**src/rtl/mri_pkg.sv**
```systemverilog
package mri_pkg;

  typedef enum logic [2:0] {
    OPC_AND = 3'd0,
    OPC_TAD = 3'd1,
    OPC_ISZ = 3'd2,
    OPC_DCA = 3'd3,
    OPC_JMS = 3'd4,
    OPC_JMP = 3'd5,
    OPC_IOT = 3'd6,
    OPC_OPR = 3'd7
  } opc_e;

  typedef struct packed {
    logic load;
    logic store;
    logic acc_rd;
    logic acc_wr;
    logic link_rd;
    logic link_wr;
    logic redirect;
  } req_flags_t;

  localparam req_flags_t REQ_NONE = '{default: 1'b0};

endpackage

```
**src/rtl/mri_opc_table.sv**
```systemverilog
module mri_opc_table
  import mri_pkg::*;
(
  input  logic [2:0]  opc_bits,
  output opc_e        opc,
  output req_flags_t  req,
  output logic        addr_use,
  output logic        unimpl
);

  always_comb begin
    opc      = opc_e'(opc_bits);
    req      = REQ_NONE;
    addr_use = 1'b1;
    unimpl   = 1'b0;
    unique case (opc)
      OPC_AND: begin
        req.load   = 1'b1;
        req.acc_rd = 1'b1;
        req.acc_wr = 1'b1;
      end
      OPC_TAD: begin
        req.load    = 1'b1;
        req.acc_rd  = 1'b1;
        req.acc_wr  = 1'b1;
        req.link_rd = 1'b1;
        req.link_wr = 1'b1;
      end
      OPC_ISZ: begin
        req.load     = 1'b1;
        req.store    = 1'b1;
        req.redirect = 1'b1;
      end
      OPC_DCA: begin
        req.store  = 1'b1;
        req.acc_rd = 1'b1;
        req.acc_wr = 1'b1;
      end
      OPC_JMS: begin
        req.store    = 1'b1;
        req.redirect = 1'b1;
      end
      OPC_JMP: begin
        req.redirect = 1'b1;
      end
      default: begin
        addr_use = 1'b0;
        unimpl   = 1'b1;
      end
    endcase
  end

endmodule

```
**src/rtl/mri_pc_step.sv**
```systemverilog
module mri_pc_step #(
  parameter int OFF_W = 12,
  parameter int FLD_W = 3,
  localparam int ADDR_W = FLD_W + OFF_W
) (
  input  logic [ADDR_W-1:0] pc,
  output logic [ADDR_W-1:0] next_pc
);

  // Offset steps with wrap; the field number is carried unchanged.
  function automatic logic [ADDR_W-1:0] step_in_field(input logic [ADDR_W-1:0] a);
    logic [OFF_W-1:0] off;
    off = a[OFF_W-1:0] + {{(OFF_W-1){1'b0}}, 1'b1};
    return {a[ADDR_W-1:OFF_W], off};
  endfunction

  assign next_pc = step_in_field(pc);

endmodule

```
**src/rtl/mri_addr_gen.sv**
```systemverilog
module mri_addr_gen #(
  parameter int OFF_W  = 12,
  parameter int FLD_W  = 3,
  parameter int PAGE_W = 7,
  localparam int ADDR_W = FLD_W + OFF_W,
  localparam int PG_W   = OFF_W - PAGE_W,
  localparam int LO_W   = PAGE_W + 2,
  localparam int AI_W   = PAGE_W - 3
) (
  input  logic [LO_W-1:0]   instr_lo,
  input  logic [PG_W-1:0]   pc_page,
  input  logic [FLD_W-1:0]  data_field,
  input  logic              addr_use,
  input  logic              redirect,
  output logic [ADDR_W-1:0] eff_addr,
  output logic              addr_valid,
  output logic              ind_load,
  output logic              autoinc
);

  logic              page_sel;
  logic              ind_bit;
  logic [PAGE_W-1:0] in_page;
  logic [PG_W-1:0]   page_bits;
  logic [ADDR_W-1:0] formed;

  function automatic logic [ADDR_W-1:0] form_addr(
    input logic [FLD_W-1:0]  fld,
    input logic [PG_W-1:0]   pg,
    input logic [PAGE_W-1:0] off
  );
    return {fld, pg, off};
  endfunction

  function automatic logic in_ai_window(input logic [PAGE_W-1:0] off);
    return off[PAGE_W-1:3] == AI_W'(1);
  endfunction

  assign page_sel  = instr_lo[PAGE_W];
  assign ind_bit   = instr_lo[PAGE_W+1];
  assign in_page   = instr_lo[PAGE_W-1:0];
  assign page_bits = page_sel ? pc_page : '0;
  assign formed    = form_addr(data_field, page_bits, in_page);

  assign addr_valid = addr_use;
  assign eff_addr   = addr_use ? formed : '0;
  assign ind_load   = addr_use & ind_bit;
  assign autoinc    = ind_load & ~redirect & in_ai_window(in_page);

endmodule

```
**src/rtl/mri_decoder.sv**
```systemverilog
module mri_decoder
  import mri_pkg::*;
#(
  parameter int OFF_W  = 12,
  parameter int FLD_W  = 3,
  parameter int PAGE_W = 7,
  parameter bit PAGE_FROM_NEXT = 1'b0,
  localparam int ADDR_W = FLD_W + OFF_W,
  localparam int BUF_W  = 2 * FLD_W,
  localparam int PG_W   = OFF_W - PAGE_W,
  localparam int LO_W   = PAGE_W + 2
) (
  input  logic [OFF_W-1:0]  instr_word,
  input  logic [ADDR_W-1:0] pc,
  input  logic [BUF_W-1:0]  field_buf,
  output logic [2:0]        op_class,
  output logic              mem_load,
  output logic              mem_store,
  output logic              acc_rd,
  output logic              acc_wr,
  output logic              link_rd,
  output logic              link_wr,
  output logic              may_redirect,
  output logic              ind_load,
  output logic              autoinc_store,
  output logic              unimpl,
  output logic              addr_valid,
  output logic [ADDR_W-1:0] eff_addr,
  output logic [ADDR_W-1:0] next_pc,
  output logic [FLD_W-1:0]  inst_field
);

  opc_e              opc;
  req_flags_t        req;
  logic              addr_use;
  logic [FLD_W-1:0]  data_field;
  logic [PG_W-1:0]   pc_page;

  assign data_field = field_buf[BUF_W-1:FLD_W];
  assign inst_field = field_buf[FLD_W-1:0];

  mri_opc_table u_opc (
    .opc_bits (instr_word[OFF_W-1:OFF_W-3]),
    .opc      (opc),
    .req      (req),
    .addr_use (addr_use),
    .unimpl   (unimpl)
  );

  mri_pc_step #(.OFF_W(OFF_W), .FLD_W(FLD_W)) u_step (
    .pc      (pc),
    .next_pc (next_pc)
  );

  // Page source: the decoded word's own address, or its successor.
  generate
    if (PAGE_FROM_NEXT) begin : g_page_next
      assign pc_page = next_pc[OFF_W-1:PAGE_W];
    end else begin : g_page_here
      assign pc_page = pc[OFF_W-1:PAGE_W];
    end
  endgenerate

  mri_addr_gen #(.OFF_W(OFF_W), .FLD_W(FLD_W), .PAGE_W(PAGE_W)) u_addr (
    .instr_lo   (instr_word[LO_W-1:0]),
    .pc_page    (pc_page),
    .data_field (data_field),
    .addr_use   (addr_use),
    .redirect   (req.redirect),
    .eff_addr   (eff_addr),
    .addr_valid (addr_valid),
    .ind_load   (ind_load),
    .autoinc    (autoinc_store)
  );

  assign op_class     = opc;
  assign mem_load     = req.load;
  assign mem_store    = req.store;
  assign acc_rd       = req.acc_rd;
  assign acc_wr       = req.acc_wr;
  assign link_rd      = req.link_rd;
  assign link_wr      = req.link_wr;
  assign may_redirect = req.redirect;

endmodule

```
**config.mk**
```make
export PLATFORM = sky130hd
export DESIGN_NAME = mri_decoder
export DESIGN_NICKNAME = d
export VERILOG_FILES = /design/src/rtl/mri_pkg.sv /design/src/rtl/mri_opc_table.sv /design/src/rtl/mri_pc_step.sv /design/src/rtl/mri_addr_gen.sv /design/src/rtl/mri_decoder.sv
export SDC_FILE = /design/constraint.sdc
export NUM_CORES = 1
export LEC_CHECK = 0
export ABC_AREA = 1
export CAP_MARGIN = 5
export CORE_AREA = 5 5 42 44
export DETAILED_ROUTE_END_ITERATION = 6
export DIE_AREA = 0 0 47 49
export DONT_BUFFER_PORTS = 1
export GPL_TIMING_DRIVEN = 0
export PLACE_DENSITY = 0.61
export RECOVER_POWER = 100
export SETUP_SLACK_MARGIN = 0.3
export SLEW_MARGIN = 20
export SYNTH_ARGS = -nofsm -noshare
export SYNTH_HDL_FRONTEND = slang
export SYNTH_SLANG_ARGS = --single-unit
export TNS_END_PERCENT = 20
```
**constraint.sdc**
```tcl
create_clock -name vclk -period 0.8
set_input_delay 0.12 -clock vclk [all_inputs]
set_output_delay 0.12 -clock vclk [all_outputs]
set_load 0.05 [all_outputs]
```
# After elaboration in Yosys (flattened, before gate mapping)
# Index checks and enable logic that the tools add are counted.
dict set report classes {
  addsub 1
  n_eq_ne 6
  mux 9
  n_bitwise 4
  n_reduce_logical 6
}
# op count
set op_table {}
lappend op_table {{$mux W15} 1}
lappend op_table {{$add A12 B1 Y12 const B} 1}
lappend op_table {{$reduce_or A3 Y1} 4}
lappend op_table {{$eq A3 B2 Y1 const B} 2}
lappend op_table {{$eq A3 B3 Y1 const B} 2}
lappend op_table {{$reduce_or A6 Y1} 1}
lappend op_table {{$mux W1} 5}
lappend op_table {{$mux W5} 1}
lappend op_table {{$eq A4 B1 Y1 const B} 1}
lappend op_table {{$mux W2} 2}
lappend op_table {{$and A1 B1 Y1} 3}
lappend op_table {{$eq A3 B1 Y1 const B} 1}
lappend op_table {{$logic_not A3 Y1} 1}
lappend op_table {{$not A1 Y1} 1}
dict set report word_totals {
  ff_bits 0
  wordCells 26
}

# Logic depth before layout (Yosys ltp)
dict set report depth {
  word_depth 6
  mapped_depth 6
  depth_no_buf 6
}

# Cells and area by module
# Synthesis repeated with hierarchy kept, for this count alone.
dict set report hier_totals {
  cells_unflattened 109
  hier_area_um2 545.5
}
# mod instances cells_each area_each_um2
set modules_own_cells {}
lappend modules_own_cells {mri_pc_step 1 48 267.8}
lappend modules_own_cells {mri_addr_gen 1 41 162.7}
lappend modules_own_cells {mri_opc_table 1 17 92.6}
lappend modules_own_cells {mri_decoder 1 3 22.5}

# Least setup slack after synthesis
# No wires, ideal clock.
dict set report synth_timing {
  path_kind {input to output}
  start {in instr_word[11]}
  end {out autoinc_store}
  arrival_time_ns 1.989
  t_required_ns 0.680
  slack_ns -1.309
  cell_stages 5
  path_buffers 0
  path_cell_list {nand2_2 -> inv_2 -> nor2_1 -> nand3_1 -> nor2_1}
}
dict set report synth_via {
  elab_chain_cells 6
}
# element line_no
set synth_lines {}
lappend synth_lines {{from (decl)} mri_decoder.sv:13} ;# input logic [OFF_W-1:0] instr_word,
lappend synth_lines {{$eq A3 B1 Y1, or another cell as far along} mri_opc_table.sv:16} ;# unique case (opc)
lappend synth_lines {{$reduce_or A6 Y1 (no line) (*)} n/a}
lappend synth_lines {{$mux W1 (*)} mri_opc_table.sv:16}
lappend synth_lines {{$and A1 B1 Y1 (*)} mri_addr_gen.sv:47} ;# assign ind_load = addr_use & ind_bit;
lappend synth_lines {{via ind_load} mri_decoder.sv:24} ;# output logic ind_load,
lappend synth_lines {{$and A1 B1 Y1 (*) (2 in series)} mri_addr_gen.sv:48} ;# assign autoinc = ind_load & ~redirect & in_ai_window(in_page);
lappend synth_lines {{to (decl)} mri_decoder.sv:25} ;# output logic autoinc_store,
# Mark *: on every way through the listed nets, which the timed path passes. The rest lies on a longest branch.

# Final worst setup path
# Same ends and word-level chain as after synthesis.

==> summary.md <==
| Metric | Value |
|---|---|
| Routed WL | `1860 um` |
| Routability cong. | `0.724` |
| Switching Share | `76.0%` |
| Crit end category | `primary output` |
| Seq pwr share | `0%` |
| Layout fillers | `109` |
| Clk pwr share | `0%` |
| DR DRC count | `0` |
| Hold WS | `297 ps` |
| Synth area leaders | `buf_4 17%, nor2_1 17%, nand2_1 15%` |
| Worst EP arrival | `1050 ps` |
| Synth top area share | `17.3%` |
| Cts hold-fix bufs | `0` |
| # Max-Cap Violations | `0` |
| P_leak | `0.416 nW` |
| Global-route wire length before repair | `2330 um` |
| Hold Crit Class | `input port to primary output` |
| Post-route minimum period | `1170 ps` |
| Io pins | `80` |
| Gate Count Post-Synth | `104` |
| Worst Path Required | `680 ps` |
| Share of layout cells above drive strength 1 | `60.2%` |
| Synth Cell Area | `519 um2` |
| Via count | `638` |
| Register area | `0 um2` |
| Synth cell count leaders | `24 x nor2_1, 21 x nand2_1, 20 x inv_1` |
| # diodes | `0` |
| Syn Nets | `138` |
| Crit path capture | `autoinc_store` |
| Share of total power in combinational logic | `100.0%` |
| DP HPWL | `1380 um` |
| FMAX | `857 MHz` |
| Reported net switching power | `726 uW` |
| Library cells used by synthesis | `17` |
| Synth area leader | `buf_4` |
| Fin crit share | `146%` |
| Initial drt markers | `3` |
| Cell internal pwr | `230 uW` |
| Fin. max-slew vios | `0` |
| Pre-Repair DR Iteration Count | `2` |
| CP max FO | `9` |
| Initial Utilization | `37.1%` |
| Die Ht | `49 um` |
| Slew HR | `42.8%` |
| Status | `finished with violations` |
| Die width | `47 um` |
| WL per Instance | `15.0 um` |
| Row count | `14` |
| Final Hold Fails | `0` |
| Core area | `0.00140 mm2` |
| HP Start | `instr_word[11]` |
| Clock Buffer Count | `0` |
| Setup violators final | `28` |
| Worst VDD drop | `0.000493 V` |
| Post-route ant nets | `0` |
| Power density over the cells | `955 mW/mm2` |
| Area of the multi-input gates | `733 um2` |
| Initial antenna violation count | `0` |
| Kind of critical path | `input port to primary output` |
| Synth-to-Final Area Change | `92.8%` |
| Seq/Total Area, Yosys | `0%` |
| Yosys Warn Count | `0` |
| GRT Util Overall | `12.5%` |
| Vias in the first global route | `577` |
| Avg Inst Size Synth | `4.99 um2` |
| Nets | `144` |
| Post-layout util | `71.4%` |
| # port buffers | `0` |
| Seq cells | `0` |
| PnR worst setup slack | `-366 ps` |
| Slew @ Worst Pin | `854 ps` |
| Failing checks | `negative setup slack` |
| Grt ovf | `0` |
| Worst setup path startpoint | `instr_word[11]` |
| Via-per-instance ratio | `5.15` |
| Most common cell in the synthesized netlist | `nor2_1` |
| CP Launch Type | `input port` |
| Largest net degree at the start of global routing | `11` |
| RSZ-0062 raised after global routing | `true` |
| Die area | `0.00230 mm2` |
[worst min path at each step]
stage                 end  depth (start not counted)  slack [ps]
3_3_place_gp   addr_valid                          1         330
6_report           acc_rd                          1         300
5_1_grt            acc_rd                          1         300
4_1_cts            acc_rd                          1         300
3_5_place_dp   addr_valid                          1         330
2_1_floorplan  addr_valid                          1         320
[stage by stage]
step / power (mW) / TNS, ps / setup WS, ps / cell area (um2) / std cells
3_3_place_gp: 0.812 / -9470 / -394 / 721 / 120
4_1_cts: 0.900 / -6580 / -348 / 897 / 121
6_report: 0.956 / -4590 / -366 / 1000 / 124
5_1_grt: 0.988 / -5350 / -392 / 1000 / 124
2_1_floorplan: 0.781 / -8320 / -359 / 701 / 104
3_5_place_dp: 0.813 / -9560 / -392 / 721 / 120
[routing by layer]
layer | track usage (%) | vias to the layer above | wire [um]
li1 | - | 306 | -
met1 | 13.2 | 289 | 558
met2 | 25.3 | 41 | 1060
met3 | 2.21 | 2 | 208
met4 | 0 | 0 | 27
met5 | 0 | - | 0
[power groups by stage]
stage | clock network, mW | registers, mW | logic, mW
detailed placement | 0 | 0 | 0.813
CTS | 0 | 0 | 0.900
global placement | 0 | 0 | 0.812
global route | 0 | 0 | 0.988
finish | 0 | 0 | 0.956
floorplan | 0 | 0 | 0.781
[cell families after synthesis]
| kind of cell | Yosys count | synth area share (%) |
|---|---|---|
| and+or+nand+nor | 62 | 53.0 |
| AOI/OAI and AO/OA | 2 | 1.93 |
| xor gates and xnor gates | 6 | 10.1 |
| buffers and inverters | 33 | 32.5 |
| adders and majority gates | 1 | 2.41 |
[cell type report]
| cell class | instances | area share [%] |
|---|---|---|
| Multi-Input combinational cell | 71 | 73.2 |
| Timing Repair Buffer | 4 | 4.75 |
| Buffer | 12 | 11.0 |
| Tap cell | 16 | 2.00 |
| Inverter | 21 | 9.00 |
[worst max-delay path: stages]
cell and delay [ps]:
nand2_8 120, inv_8 80, nor2_4 300, nand3_2 140, nor2_4 290
[layout by cell type (no fill, tap or decap)]
cell type	count
nand3_1	2
nor2_1	8
nand4_1	1
ha_4	1
xor2_4	4
a21oi_4	1
a21oi_2	1
xnor2_4	2
nand2_2	4
inv_1	19
nand2_1	13
nand3_2	3
clkinvlp_4	1
nand2_4	4
nor3_4	1
buf_4	14
nand2_8	1
clkbuf_16	1
nand3_4	2
inv_8	1
nor3_2	4
or2_4	1
nor2_4	18
buf_16	1
[repair_timing]
item / 4_1_cts / 5_1_grt
setup buffers: 1 / 2
cloned: 0 / 1
resized for setup: 30 / 13
endpoints found under the setup margin: 36 / 36
pin swaps: 11 / 10
(Power assumes the default switching activity.)
